$ cat src/rtl/bsq_pkg.sv
package bsq_pkg;
  localparam int unsigned ADDR_W = 15;
  localparam int unsigned BEAT_W = 2;
  typedef enum logic {ORD_LINEAR = 1'b0, ORD_INTERLEAVE = 1'b1} order_e;
endpackage

$ cat src/rtl/bsq_strobe_dec.sv
module bsq_strobe_dec (
  input  logic proc_strobe_ni,
  input  logic ctrl_strobe_ni,
  input  logic ce_ni,
  output logic load_o
);
  // processor strobe gated by chip enable; controller strobe is not
  assign load_o = (!proc_strobe_ni && !ce_ni) || !ctrl_strobe_ni;
endmodule

$ cat src/rtl/bsq_beat_ctr.sv
module bsq_beat_ctr #(
  parameter int unsigned BEAT_W = 2
) (
  input  logic              clk_i,
  input  logic              rst_ni,
  input  logic              load_i,
  input  logic              adv_ni,
  output logic [BEAT_W-1:0] beat_o,
  output logic              first_o
);
  always_ff @(posedge clk_i or negedge rst_ni) begin
    if (!rst_ni) begin
      beat_o  <= '0;
      first_o <= 1'b0;
    end else if (load_i) begin
      beat_o  <= '0;
      first_o <= 1'b1;
    end else begin
      first_o <= 1'b0;
      if (!adv_ni) beat_o <= beat_o + 1'b1;  // wraps naturally
    end
  end
endmodule

$ cat src/rtl/bsq_base_reg.sv
module bsq_base_reg #(
  parameter int unsigned ADDR_W = 15
) (
  input  logic              clk_i,
  input  logic              rst_ni,
  input  logic              load_i,
  input  logic [ADDR_W-1:0] addr_i,
  output logic [ADDR_W-1:0] base_o
);
  always_ff @(posedge clk_i or negedge rst_ni) begin
    if (!rst_ni)     base_o <= '0;
    else if (load_i) base_o <= addr_i;
  end
endmodule

$ cat src/rtl/bsq_order_map.sv
module bsq_order_map #(
  parameter int unsigned BEAT_W = 2
) (
  input  bsq_pkg::order_e   order_i,
  input  logic [BEAT_W-1:0] start_i,
  input  logic [BEAT_W-1:0] beat_i,
  output logic [BEAT_W-1:0] low_o
);
  logic [BEAT_W-1:0] ilv, lin;
  for (genvar b = 0; b < BEAT_W; b++) begin : g_ilv
    assign ilv[b] = start_i[b] ^ beat_i[b];
  end
  assign lin   = start_i + beat_i;
  assign low_o = (order_i == bsq_pkg::ORD_INTERLEAVE) ? ilv : lin;
endmodule

$ cat src/rtl/burst_addr_seq.sv
module burst_addr_seq #(
  parameter int unsigned ADDR_W = bsq_pkg::ADDR_W,
  parameter int unsigned BEAT_W = bsq_pkg::BEAT_W
) (
  input  logic              clk_i,
  input  logic              rst_ni,
  input  logic              proc_strobe_ni,
  input  logic              ctrl_strobe_ni,
  input  logic              ce_ni,
  input  logic              adv_ni,
  input  logic              order_i,
  input  logic [ADDR_W-1:0] addr_i,
  output logic [ADDR_W-1:0] addr_o,
  output logic              burst_start_o
);
  localparam int unsigned HI_W = ADDR_W - BEAT_W;

  logic              load;
  logic [BEAT_W-1:0] beat, low;
  logic [ADDR_W-1:0] base;
  bsq_pkg::order_e   order;

  assign order = bsq_pkg::order_e'(order_i);

  bsq_strobe_dec i_dec (
    .proc_strobe_ni(proc_strobe_ni), .ctrl_strobe_ni(ctrl_strobe_ni),
    .ce_ni(ce_ni), .load_o(load)
  );

  bsq_beat_ctr #(.BEAT_W(BEAT_W)) i_ctr (
    .clk_i(clk_i), .rst_ni(rst_ni), .load_i(load), .adv_ni(adv_ni),
    .beat_o(beat), .first_o(burst_start_o)
  );

  bsq_base_reg #(.ADDR_W(ADDR_W)) i_base (
    .clk_i(clk_i), .rst_ni(rst_ni), .load_i(load), .addr_i(addr_i), .base_o(base)
  );

  bsq_order_map #(.BEAT_W(BEAT_W)) i_map (
    .order_i(order), .start_i(base[BEAT_W-1:0]), .beat_i(beat), .low_o(low)
  );

  assign addr_o = {base[ADDR_W-1 -: HI_W], low};
endmodule

$ cat config.mk
export PLATFORM = sky130hd
export DESIGN_NAME = burst_addr_seq
export DESIGN_NICKNAME = d
export VERILOG_FILES = /design/src/rtl/bsq_pkg.sv /design/src/rtl/bsq_strobe_dec.sv /design/src/rtl/bsq_beat_ctr.sv /design/src/rtl/bsq_base_reg.sv /design/src/rtl/bsq_order_map.sv /design/src/rtl/burst_addr_seq.sv
export SDC_FILE = /design/constraint.sdc
export NUM_CORES = 1
export LEC_CHECK = 0
export BUFFER_PORTS_ARGS = -buffer_cell sky130_fd_sc_hd__buf_2
export CAP_MARGIN = 20
export CORE_ASPECT_RATIO = 1.1
export CORE_UTILIZATION = 39
export DETAILED_ROUTE_END_ITERATION = 8
export GPL_TIMING_DRIVEN = 0
export PLACE_DENSITY = 0.66
export SYNTH_ARGS = -nofsm -noshare
export SYNTH_HDL_FRONTEND = slang
export SYNTH_SLANG_ARGS = --single-unit
$ cat constraint.sdc
create_clock -name clk_i -period 2.5 [get_ports clk_i]
set_input_delay 0.125 -clock clk_i [delete_from_list [all_inputs] [get_ports clk_i]]
set_output_delay 0.125 -clock clk_i [all_outputs]
set_load 0.01 [all_outputs]
* Word-level counts from Yosys, hierarchy flattened
Cells that the tools add are included.
** Storage, ports and cells
- Output and inout port bits :: 16
- Logic and storage cells :: 17
- Input bits :: 22
- Register bits :: 18
** Operators by class
- Multiplexer cells :: 4
- Reductions and logical operators :: 5
- Bitwise logic cells :: 2
- Equality and inequality tests :: 1
- $add $sub $neg :: 2
** Operator list (number)
- 2-bit 2-to-1 mux :: 3
- 1-bit zero test :: 3
- 2-bit by 1-bit adder with 2-bit output, second input constant :: 1
- 2-bit adder :: 1
- 2-bit by 1-bit inequality test with 1-bit output, second input constant :: 1
- 1-bit XOR :: 2
- 1-bit logical AND :: 1
- 1-bit logical OR :: 1
- 1-bit 2-to-1 mux :: 1

* Logic depth before layout (Yosys ltp)
Gate-level depths: netlist of the first run.
- Word-level depth :: 4
- Mapped depth :: 3
- Gate-level depth less buffers :: 3

* Hierarchy
A second synthesis of the first run with hierarchy kept.
** Second synthesis, totals
- Cell total of the unflattened synthesis :: 46
- Area total of the unflattened synthesis :: 782.0 um2
** Modules (own cells, without submodules)
- bsq_base_reg :: sequential area each 375.4 um2, area each 613.1 um2, cells an instance 32, instances 1
- bsq_beat_ctr :: sequential area each 75.1 um2, area each 127.6 um2, cells an instance 9, instances 1
- bsq_order_map :: sequential area each 0.0 um2, area each 36.3 um2, cells an instance 4, instances 1
- bsq_strobe_dec :: sequential area each 0.0 um2, area each 5.0 um2, cells an instance 1, instances 1

* Least setup slack after synthesis of the first run
OpenSTA, ideal clock, no wires.
- Path kind :: register to output
- From :: reg i_ctr.beat_o[0]
- To :: out addr_o[1]
- Data arrival time :: 0.904 ns
- Stages on the path, launching flop included :: 4
- Path slack :: 1.471 ns
- Path buffers :: 0
- Required time :: 2.375 ns
- Cells stage by stage :: dfrtp_1 ha_1 nor2b_1 xnor2_1
** On the way
- Longest elaborated chain between the ends :: 2
** Ends and longest elaborated chain
- start, declared :: RTL line bsq_beat_ctr.sv:8 : output logic [BEAT_W-1:0] beat_o,
- start signal, assigned :: RTL line bsq_beat_ctr.sv:20 : if (!adv_ni) beat_o <= beat_o + 1'b1;
- 2-bit adder :: RTL line bsq_order_map.sv:13 : assign lin = start_i + beat_i;
- 2-bit 2-to-1 mux :: RTL line bsq_order_map.sv:14 : assign low_o = (order_i == bsq_pkg::ORD_INTERLEAVE) ? ilv : lin;
- end, declared :: RTL line burst_addr_seq.sv:13 : output logic [ADDR_W-1:0] addr_o,
Every way passes these cells.

* Worst setup path after layout of the first run
Ends and elaborated chain as after synthesis.

==> impl.org, run 1 <==
** Detailed routing
- In the routed layout, each cell is associated on average with a via count of 4.22.
- Initial DRC Count :: 1
- The first detailed-routing pass ran for 2 iterations.
- Once detail routing completed, the nets flagged for antenna violations numbered 0.
- The routed layout has 540 vias.
- In the routed design, unresolved DRC markers number 0.
- Dividing the detail-routed wire length by the instance count gives 9.91 microns.
- The routed design has 1.27 mm of wire.

** Critical path
- The setup path with the least slack is of type flip-flop to primary output.
- In this design, the stage delay of the slowest critical-path cell is 0.40 ns.
- Broken down by cell family, the worst path's largest delay share belongs to flip-flops.
- CP cell instances :: ha_1 -> nor2b_1 -> xnor2_1 -> buf_2
- Startpoint Class :: flip-flop
- Arrival time at the worst endpoint :: 1.27 ns
- Critical path capture point type :: primary output
- Max Fanout on Critical Path :: 3
- Required @ worst endpoint :: 2.38 ns
- Cell type of the slowest stage on the worst timing path :: sky130_fd_sc_hd__dfrtp_1
- Buffers and inverters on the worst path :: 1

** GRT
- Overflow left after global routing :: 0
- The initial antenna violation count was 0.
- Entering global routing, the biggest net connects 19 pins.
- Number of global-route vias before repair :: 507
- GRT Overall Usage :: 12.2%
- The first global-routing pass estimated 2.04 mm of wire.

** Outcome
- The run finished with clean final reports.

** CTS
- Clock Sinks :: 18
- TritonCTS created 3 clock buffers.
- Clk Latency, worst-skew pair :: 0.28 ns
- TritonCTS built the clock tree.
- Number of buffers inserted to repair setup after CTS :: 0
- Root buffer cell :: sky130_fd_sc_hd__clkbuf_4
- In this run the number of H-tree levels came out at 1.
- The longest clock path from root to sink contains 2 buffers.
- Clock-pin slew was measured on the worst setup and hold paths at 0.10 ns.

** Power
- Ratio of total power to cell area :: 590 nW/um^2
- IR analysis of the VDD net gives a maximum drop of 0.285 mV.
- Standby leakage power :: 0.575 nW
- The design draws 0.000658 W.

** STA
- Crit share post-route :: 55.7%
- Measured against its own limit, the worst slew margin works out to 73.7%.
- Across all setup checks in the final design, the least slack found is 1.11 ns.
- At the pin with the least slew margin, the transition time is 0.395 ns.
- Number of setup violations in the final report :: 0
- The number of endpoints with negative hold slack in the final report is 0.
- Clock tree skew after final layout :: 0.000153 ns
- The final count of pins violating max slew is 0.
- Setup repair after global routing missed its margin :: false
- Setup tns final :: 0 ns
- Static timing analysis puts the maximum clock frequency at 0.718 GHz.
- After layout, the minimum clock period comes to 1.39 ns.

** Logic synthesis
- Summed over its instances, the top area cell type makes up 53.0% of the synthesized netlist area.
- Library cell occupying the most area in the post-synthesis netlist :: sky130_fd_sc_hd__dfrtp_1
- Mapped Nets :: 81
- Area of the mapped netlist :: 850 sq um
- In this run the mean area of a mapped cell was 14.6 sq um.
- After synthesis the netlist holds a flip-flop and latch count of 18.
- Of the synthesized area, sequential elements account for 53.0%.
- Ranked by instance count, the synthesized netlist is headed by sky130_fd_sc_hd__dfrtp_1, sky130_fd_sc_hd__buf_4, sky130_fd_sc_hd__mux2_2.
- The synthesized netlist contains 12 unique library cells.
- Fraction of registers with async set/reset :: 100%
- By instance count, the leading cell after synthesis is sky130_fd_sc_hd__dfrtp_1.
- Number of enable flip-flop cells after synthesis :: 0
- Yosys attributes the largest share of cell area to sky130_fd_sc_hd__dfrtp_1, sky130_fd_sc_hd__mux2_4, sky130_fd_sc_hd__buf_4, sky130_fd_sc_hd__mux2_2, sky130_fd_sc_hd__xnor2_1.
- In the synthesized netlist, the number of instances is 58.
- In the synthesized netlist the dominant register cell turns out to be sky130_fd_sc_hd__dfrtp_1.
- Synthesis Warnings :: 0

** Run
- The tool flagged a number of max-cap violations equal to 0.

** Layout
- After the last flow step, the layout net total stands at 124.
- Ant. Diodes :: 0
- Layout Cell Area excl Fill :: 1120 sq um
- In the final layout, the share of cells above drive strength 1 is 71.0%.
- From synthesis to final layout, the design area changed by 31.4%.

** Place
- Final weighted congestion in routability-driven placement :: 0.590
- Worst slack at placement :: 1.29 ns
- Placed Area :: 1070 sq um
- PortBufs :: 37

** Floorplanning
- In this run the vertical extent of the chip is 51.0 microns.
- Initial core utilization :: 42.0%
- Boundary Pins :: 38
- Die Width :: 46.5 microns
- Die footprint :: 2370 sq um
- Number of placement rows :: 17
- The total area inside the core boundary comes to 2020 sq um.

** Hold path
- Classification of the worst-slack hold path :: primary input to flip-flop
state kept, by name, indices dropped and copies added (netlist names):
signal / flops
i_base.base_o: 15
i_ctr.beat_o: 2
i_ctr.first_o: 1
metal layers:
| layer | routed length (microns) | global-route usage [%] |
|---|---|---|
| met1 | 561 | 14.9 |
| met2 | 602 | 20.6 |
| met3 | 104 | 3.53 |
| met4 | 0 | 2.94 |
| met5 | 0 | 0 |
through the flow:
| step | hold slack [ns] | util, % | std cells |
|---|---|---|---|
| final | 0.0673 | 55.2 | 128 |
| after global placement | 0.0737 | 52.9 | 123 |
| after CTS | 0.0548 | 55.2 | 128 |
| after detailed placement | 0.0754 | 52.9 | 123 |
| after global routing | 0.0415 | 55.2 | 128 |
| after floorplan | -0.171 | - | 58 |
report_power, final:
part | total (W) | switching [W] | internal [W]
combinational | 0.000155 | 0.0000581 | 0.0000972
clock | 0.000171 | 0.0000822 | 0.0000885
sequential | 0.000332 | 0.0000140 | 0.000318
placed cells by master (no fill, tap or decap):
cell type                       count
sky130_fd_sc_hd__buf_12             1
sky130_fd_sc_hd__buf_2             37
sky130_fd_sc_hd__buf_4             13
sky130_fd_sc_hd__clkbuf_1           1
sky130_fd_sc_hd__clkbuf_4           3
sky130_fd_sc_hd__clkbuf_8           1
sky130_fd_sc_hd__dfrtp_1           18
sky130_fd_sc_hd__dlygate4sd3_1      1
sky130_fd_sc_hd__ha_1               1
sky130_fd_sc_hd__mux2_2             8
sky130_fd_sc_hd__mux2_4             7
sky130_fd_sc_hd__nor2_1             1
sky130_fd_sc_hd__nor2b_1            3
sky130_fd_sc_hd__nor3_1             1
sky130_fd_sc_hd__o21ai_4            1
sky130_fd_sc_hd__xnor2_1            3
area by class of cell:
| type | instances | area, sq um |
|---|---|---|
| buffer | 15 | 121 |
| timing repair buffer | 38 | 195 |
| fill | 190 | 905 |
| clock buffer | 4 | 36.3 |
| multi-input combinational | 25 | 278 |
| sequential | 18 | 450 |
| tap | 28 | 35.0 |
cells by family after synthesis:
| logic type | Yosys count | synth area share [%] |
|---|---|---|
| muxes | 15 | 23.0 |
| AOI/OAI and AO/OA | 1 | 1.92 |
| and+or+nand+nor | 5 | 3.24 |
| adders and majority gates | 1 | 1.47 |
| buffers and inverters | 15 | 14.3 |
| xor gates and xnor gates | 3 | 3.09 |
| DFF | 18 | 53.0 |
repair_timing:
action / in CTS / in global routing
endpoints found under the setup margin: 0 / 0
gates resized for setup: 0 / 0
hold buffers: 1 / 0
endpoints found under the hold margin: 18 / 0
path summary, 6_finish.rpt:
check / slack [ns] / end / depth (start not counted) / from
max in group asynchronous: 1.92 / i_base.base_o[6] / 2 / rst_ni
min in group asynchronous: 0.30 / i_base.base_o[11] / 2 / rst_ni
worst min-delay path: 0.07 / i_base.base_o[8] / 2 / addr_i[8]
worst min register to register: 0.52 / i_base.base_o[3] / 1 / i_base.base_o[3]
worst max-delay path: 1.11 / addr_o[1] / 4 / i_ctr.beat_o[0]
worst max register to register: 1.62 / i_ctr.beat_o[1] / 3 / i_ctr.beat_o[0]
(Power assumes the default switching activity.)
==> run 2, diff against run 1 <==
Settings changed: ABC_AREA from default to 1, PLACE_DENSITY 0.66 to 0.68.
Clock period 2.5 ns to 1.1 ns, I/O delays scaled along.
==> impl.org, run 2 <==
** Power
- Internal Power :: 0.00115 W
- The clock network is responsible for 26.4% of the overall power.
- Relative contribution of combinational cells to total power :: 25.9%
- The share of total power dissipated in sequential elements is 47.8%.
- Peak VDD IR :: 0.649 mV
- Net switching share of the total power :: 27.1%
- Standby leakage power :: 0.758 nW
- Psw :: 0.000430 W
- Power consumption :: 0.00158 W
- Dividing total power by cell area gives a power density of 1180 nW/um^2.

** Logic synthesis
- Number of enable flip-flop cells after synthesis :: 0
- Most used flip-flop cell after synthesis :: sky130_fd_sc_hd__dfrtp_1
- After synthesis, the share of flip-flops with an asynchronous set or reset is 100%.
- The synthesized design spends more area on one cell type than any other, namely sky130_fd_sc_hd__dfrtp_1.
- The synthesized netlist contains 15 unique library cells.
- Sorting the synthesized cells by how often they occur yields sky130_fd_sc_hd__nand2_1, sky130_fd_sc_hd__dfrtp_1, sky130_fd_sc_hd__buf_4.
- After synthesis the cells add up to 885 sq um.
- Synthesis produced a netlist with a net count of 130.
- After synthesis, the largest area contributor takes up 50.9% of total cell area.
- Cell with the most instances after synthesis :: sky130_fd_sc_hd__nand2_1
- Per-instance average area after synthesis :: 8.27 sq um
- After synthesis the netlist holds a flip-flop and latch count of 18.
- Synthesis handed over a netlist of 107 instances.
- Seq/Total Area, Yosys :: 50.9%
- By area the synthesized netlist is led by sky130_fd_sc_hd__dfrtp_1, sky130_fd_sc_hd__nand2_1, sky130_fd_sc_hd__buf_4, sky130_fd_sc_hd__inv_1, sky130_fd_sc_hd__buf_6.
- Yosys printed 0 warnings.

** Floorplanning
- In this run the vertical extent of the chip is 52.0 microns.
- Initial core utilization :: 42.9%
- The floorplan has 17 rows.
- Core region area :: 2060 sq um
- From left edge to right edge, the die measures 47.4 microns.
- Boundary Pins :: 38
- Die footprint :: 2460 sq um

** STA
- Setup repair after global routing missed its margin :: true
- Transition at the pin with the smallest max-transition slack :: 0.397 ns
- Post-route setup slack :: -0.227 ns
- Smallest hold slack :: 0.0302 ns
- Number of setup violations in the final report :: 2
- Total count of max-transition violations in the final report :: 0
- Final hold vios :: 0
- Fmax :: 0.753 GHz
- Slew Limit Headroom :: 73.5%
- Clock tree skew after final layout :: 0.0000524 ns
- Crit share post-route :: 121%
- For the final routed database, the setup TNS stands at -0.287 ns.
- Time the final worst path needs with I/O delays and setup :: 1.33 ns

** Critical path
- On the worst path, the slowest cell contributes a delay of 0.42 ns.
- Cell type of the slowest stage on the worst timing path :: sky130_fd_sc_hd__dfrtp_1
- STA puts the critical path data arrival time at 1.27 ns.
- Critical path capture point type :: primary output
- Startpoint Class :: flip-flop
- For the worst setup path, the data required time is 1.04 ns.
- Walking the worst path, the cells encountered are ha_4 -> inv_2 -> nor2_1 -> nand3_1 -> nand2_1 -> inv_1 -> buf_2.
- Of all nets on the critical path, the largest fanout is 2.
- CP Class :: flip-flop to primary output

** Detailed routing
- Once detail routing completed, the nets flagged for antenna violations numbered 0.
- For this run, design rule violations remaining after detail routing come to 0.
- Aggregate routed wire length :: 1.98 mm
- Before antenna repair, the detailed router went through 3 iterations.
- In the routed layout, each cell is associated on average with a via count of 4.23.
- Vias after detailed routing :: 820
- After detailed routing, the average wire length per cell comes to 10.2 microns.
- The detailed router finished its first iteration with 13 violations.

** Layout
- Leaving out fill and tap cells, the most frequent cell in the layout is sky130_fd_sc_hd__nand2_1.
- The final layout contains 190 nets.
- Ant. Diodes :: 0
- Leaving out fill and tap cells, the most frequent cells in the layout are sky130_fd_sc_hd__nand2_1, sky130_fd_sc_hd__buf_2, sky130_fd_sc_hd__dfrtp_1.
- Cells with a size suffix above 1 make up 39.2% of the layout.
- With fillers left out, the area of the finished cells amounts to 1340 sq um.
- From synthesis to final layout, the design area changed by 51.3%.
- Most flop-heavy register :: i_base.base_o
- Largest register FFs :: 15
- Regs by FF count :: i_base.base_o (15), i_ctr.beat_o (2), i_ctr.first_o (1)

** Hold path
- The path class of the tightest hold or removal check is primary input to flip-flop.

** CTS
- The clock passes through at most 2 buffers.
- The later pin in the worst-skew pair is clocked with a latency of 0.30 ns.
- Clock tree from TritonCTS :: yes
- Number of clock buffers inserted by TritonCTS :: 3
- The cell sitting at the root of the clock tree is a sky130_fd_sc_hd__clkbuf_4.
- Maximum level of the CTS H-tree :: 1
- The tree built by TritonCTS fans out to 18 sinks.
- Clock transition at path regs :: 0.10 ns

** GRT
- Busiest metal layer after global routing :: met2
- Largest net degree at the start of global routing :: 19
- Met2 track demand over resource in global routing :: 33.8%
- Global routing used 21.5% of the available met1 tracks.
- Number of antenna violations at the first check in global routing :: 0
- Overflow left after global routing :: 0
- The first global-routing pass estimated 3.23 mm of wire.
- Global routing consumed, on the met3 layer, 2.08% of the routing resources.
- The via count of the first global-routing pass is 791.
- GRT Overall Usage :: 19.1%

** Place
- The HPWL after detailed placement is 1.29 mm.
- Placed Area :: 1100 sq um
- Input and output buffers added on the ports amount to 37.
- Final weighted congestion in routability-driven placement :: 0.688
- OpenSTA, run right after detailed placement, puts the worst setup slack at 0.0803 ns.

** Run
- Maxcap violations :: 0

** Outcome
- Result of the run :: finished with violations
- Violated checks :: setup timing
run 2: final cells by class:
cell class | count | area, sq um
buffer | 15 | 120
clock buffer | 4 | 36.3
fill | 187 | 724
inverter | 8 | 30.0
multi-input combinational | 65 | 293
sequential | 18 | 450
tap | 28 | 35.0
timing repair buffer | 56 | 374
run 2: logic make-up after synthesis:
family	count (synthesis)	synth area share (%)
buffers and inverters	24	17.4
AOI/OAI and AO/OA	2	2.40
and+or+nand+nor	62	27.9
DFF	18	50.9
adders and majority gates	1	1.41
run 2: final timing paths:
kind / from / end / slack [ns] / cells after the start
worst max-delay path: i_base.base_o[0] / addr_o[1] / -0.23 / 7
worst min-delay path: adv_ni / i_ctr.beat_o[0] / 0.03 / 3
worst max register to register: i_ctr.beat_o[0] / i_ctr.beat_o[0] / 0.20 / 4
worst min register to register: i_base.base_o[10] / i_base.base_o[10] / 0.48 / 2
max in group asynchronous: rst_ni / i_ctr.first_o / 0.61 / 2
min in group asynchronous: rst_ni / i_base.base_o[12] / 0.20 / 2
run 2: timing repair:
| action | 4_1_cts | 5_1_grt |
|---|---|---|
| endpoints found under the setup margin | 2 | 2 |
| gates resized for setup | 3 | 1 |
| buffers inserted | 2 | 1 |
| hold buffers | 16 | 0 |
| endpoints found under the hold margin | 33 | 0 |
| pin swaps | 0 | 1 |
run 2: stage by stage:
stage / util [%] / instances
final: 64.9 / 194
after global routing: 64.9 / 194
after CTS: 64.5 / 193
after detailed placement: 53.5 / 172
after global placement: 53.5 / 172
after floorplan: - / 107
run 2: power by group through the flow:
stage | Sequential (W) | Combinational (W) | Clock (W)
after floorplan | 0.000761 | 0.000208 | 0
after global placement | 0.000764 | 0.000333 | 0
after detailed placement | 0.000768 | 0.000340 | 0
after CTS | 0.000756 | 0.000404 | 0.000420
after global routing | 0.000763 | 0.000457 | 0.000447
final | 0.000756 | 0.000409 | 0.000418
run 2: layer usage:
layer | part of all wire (%) | up-vias
li1 | - | 422
met1 | 40 | 377
met2 | 56 | 16
met3 | 2.1 | 5
met4 | 2.2 | 0
met5 | 0 | -
run 2: critical path: cells and delay by family (launching register included):
family / cells / cell delay (ns)
adder cells (fa/ha/maj): 1 / 0.16
flip-flops: 1 / 0.42
buffers and inverters: 3 / 0.18
AND/OR/NAND/NOR: 3 / 0.21
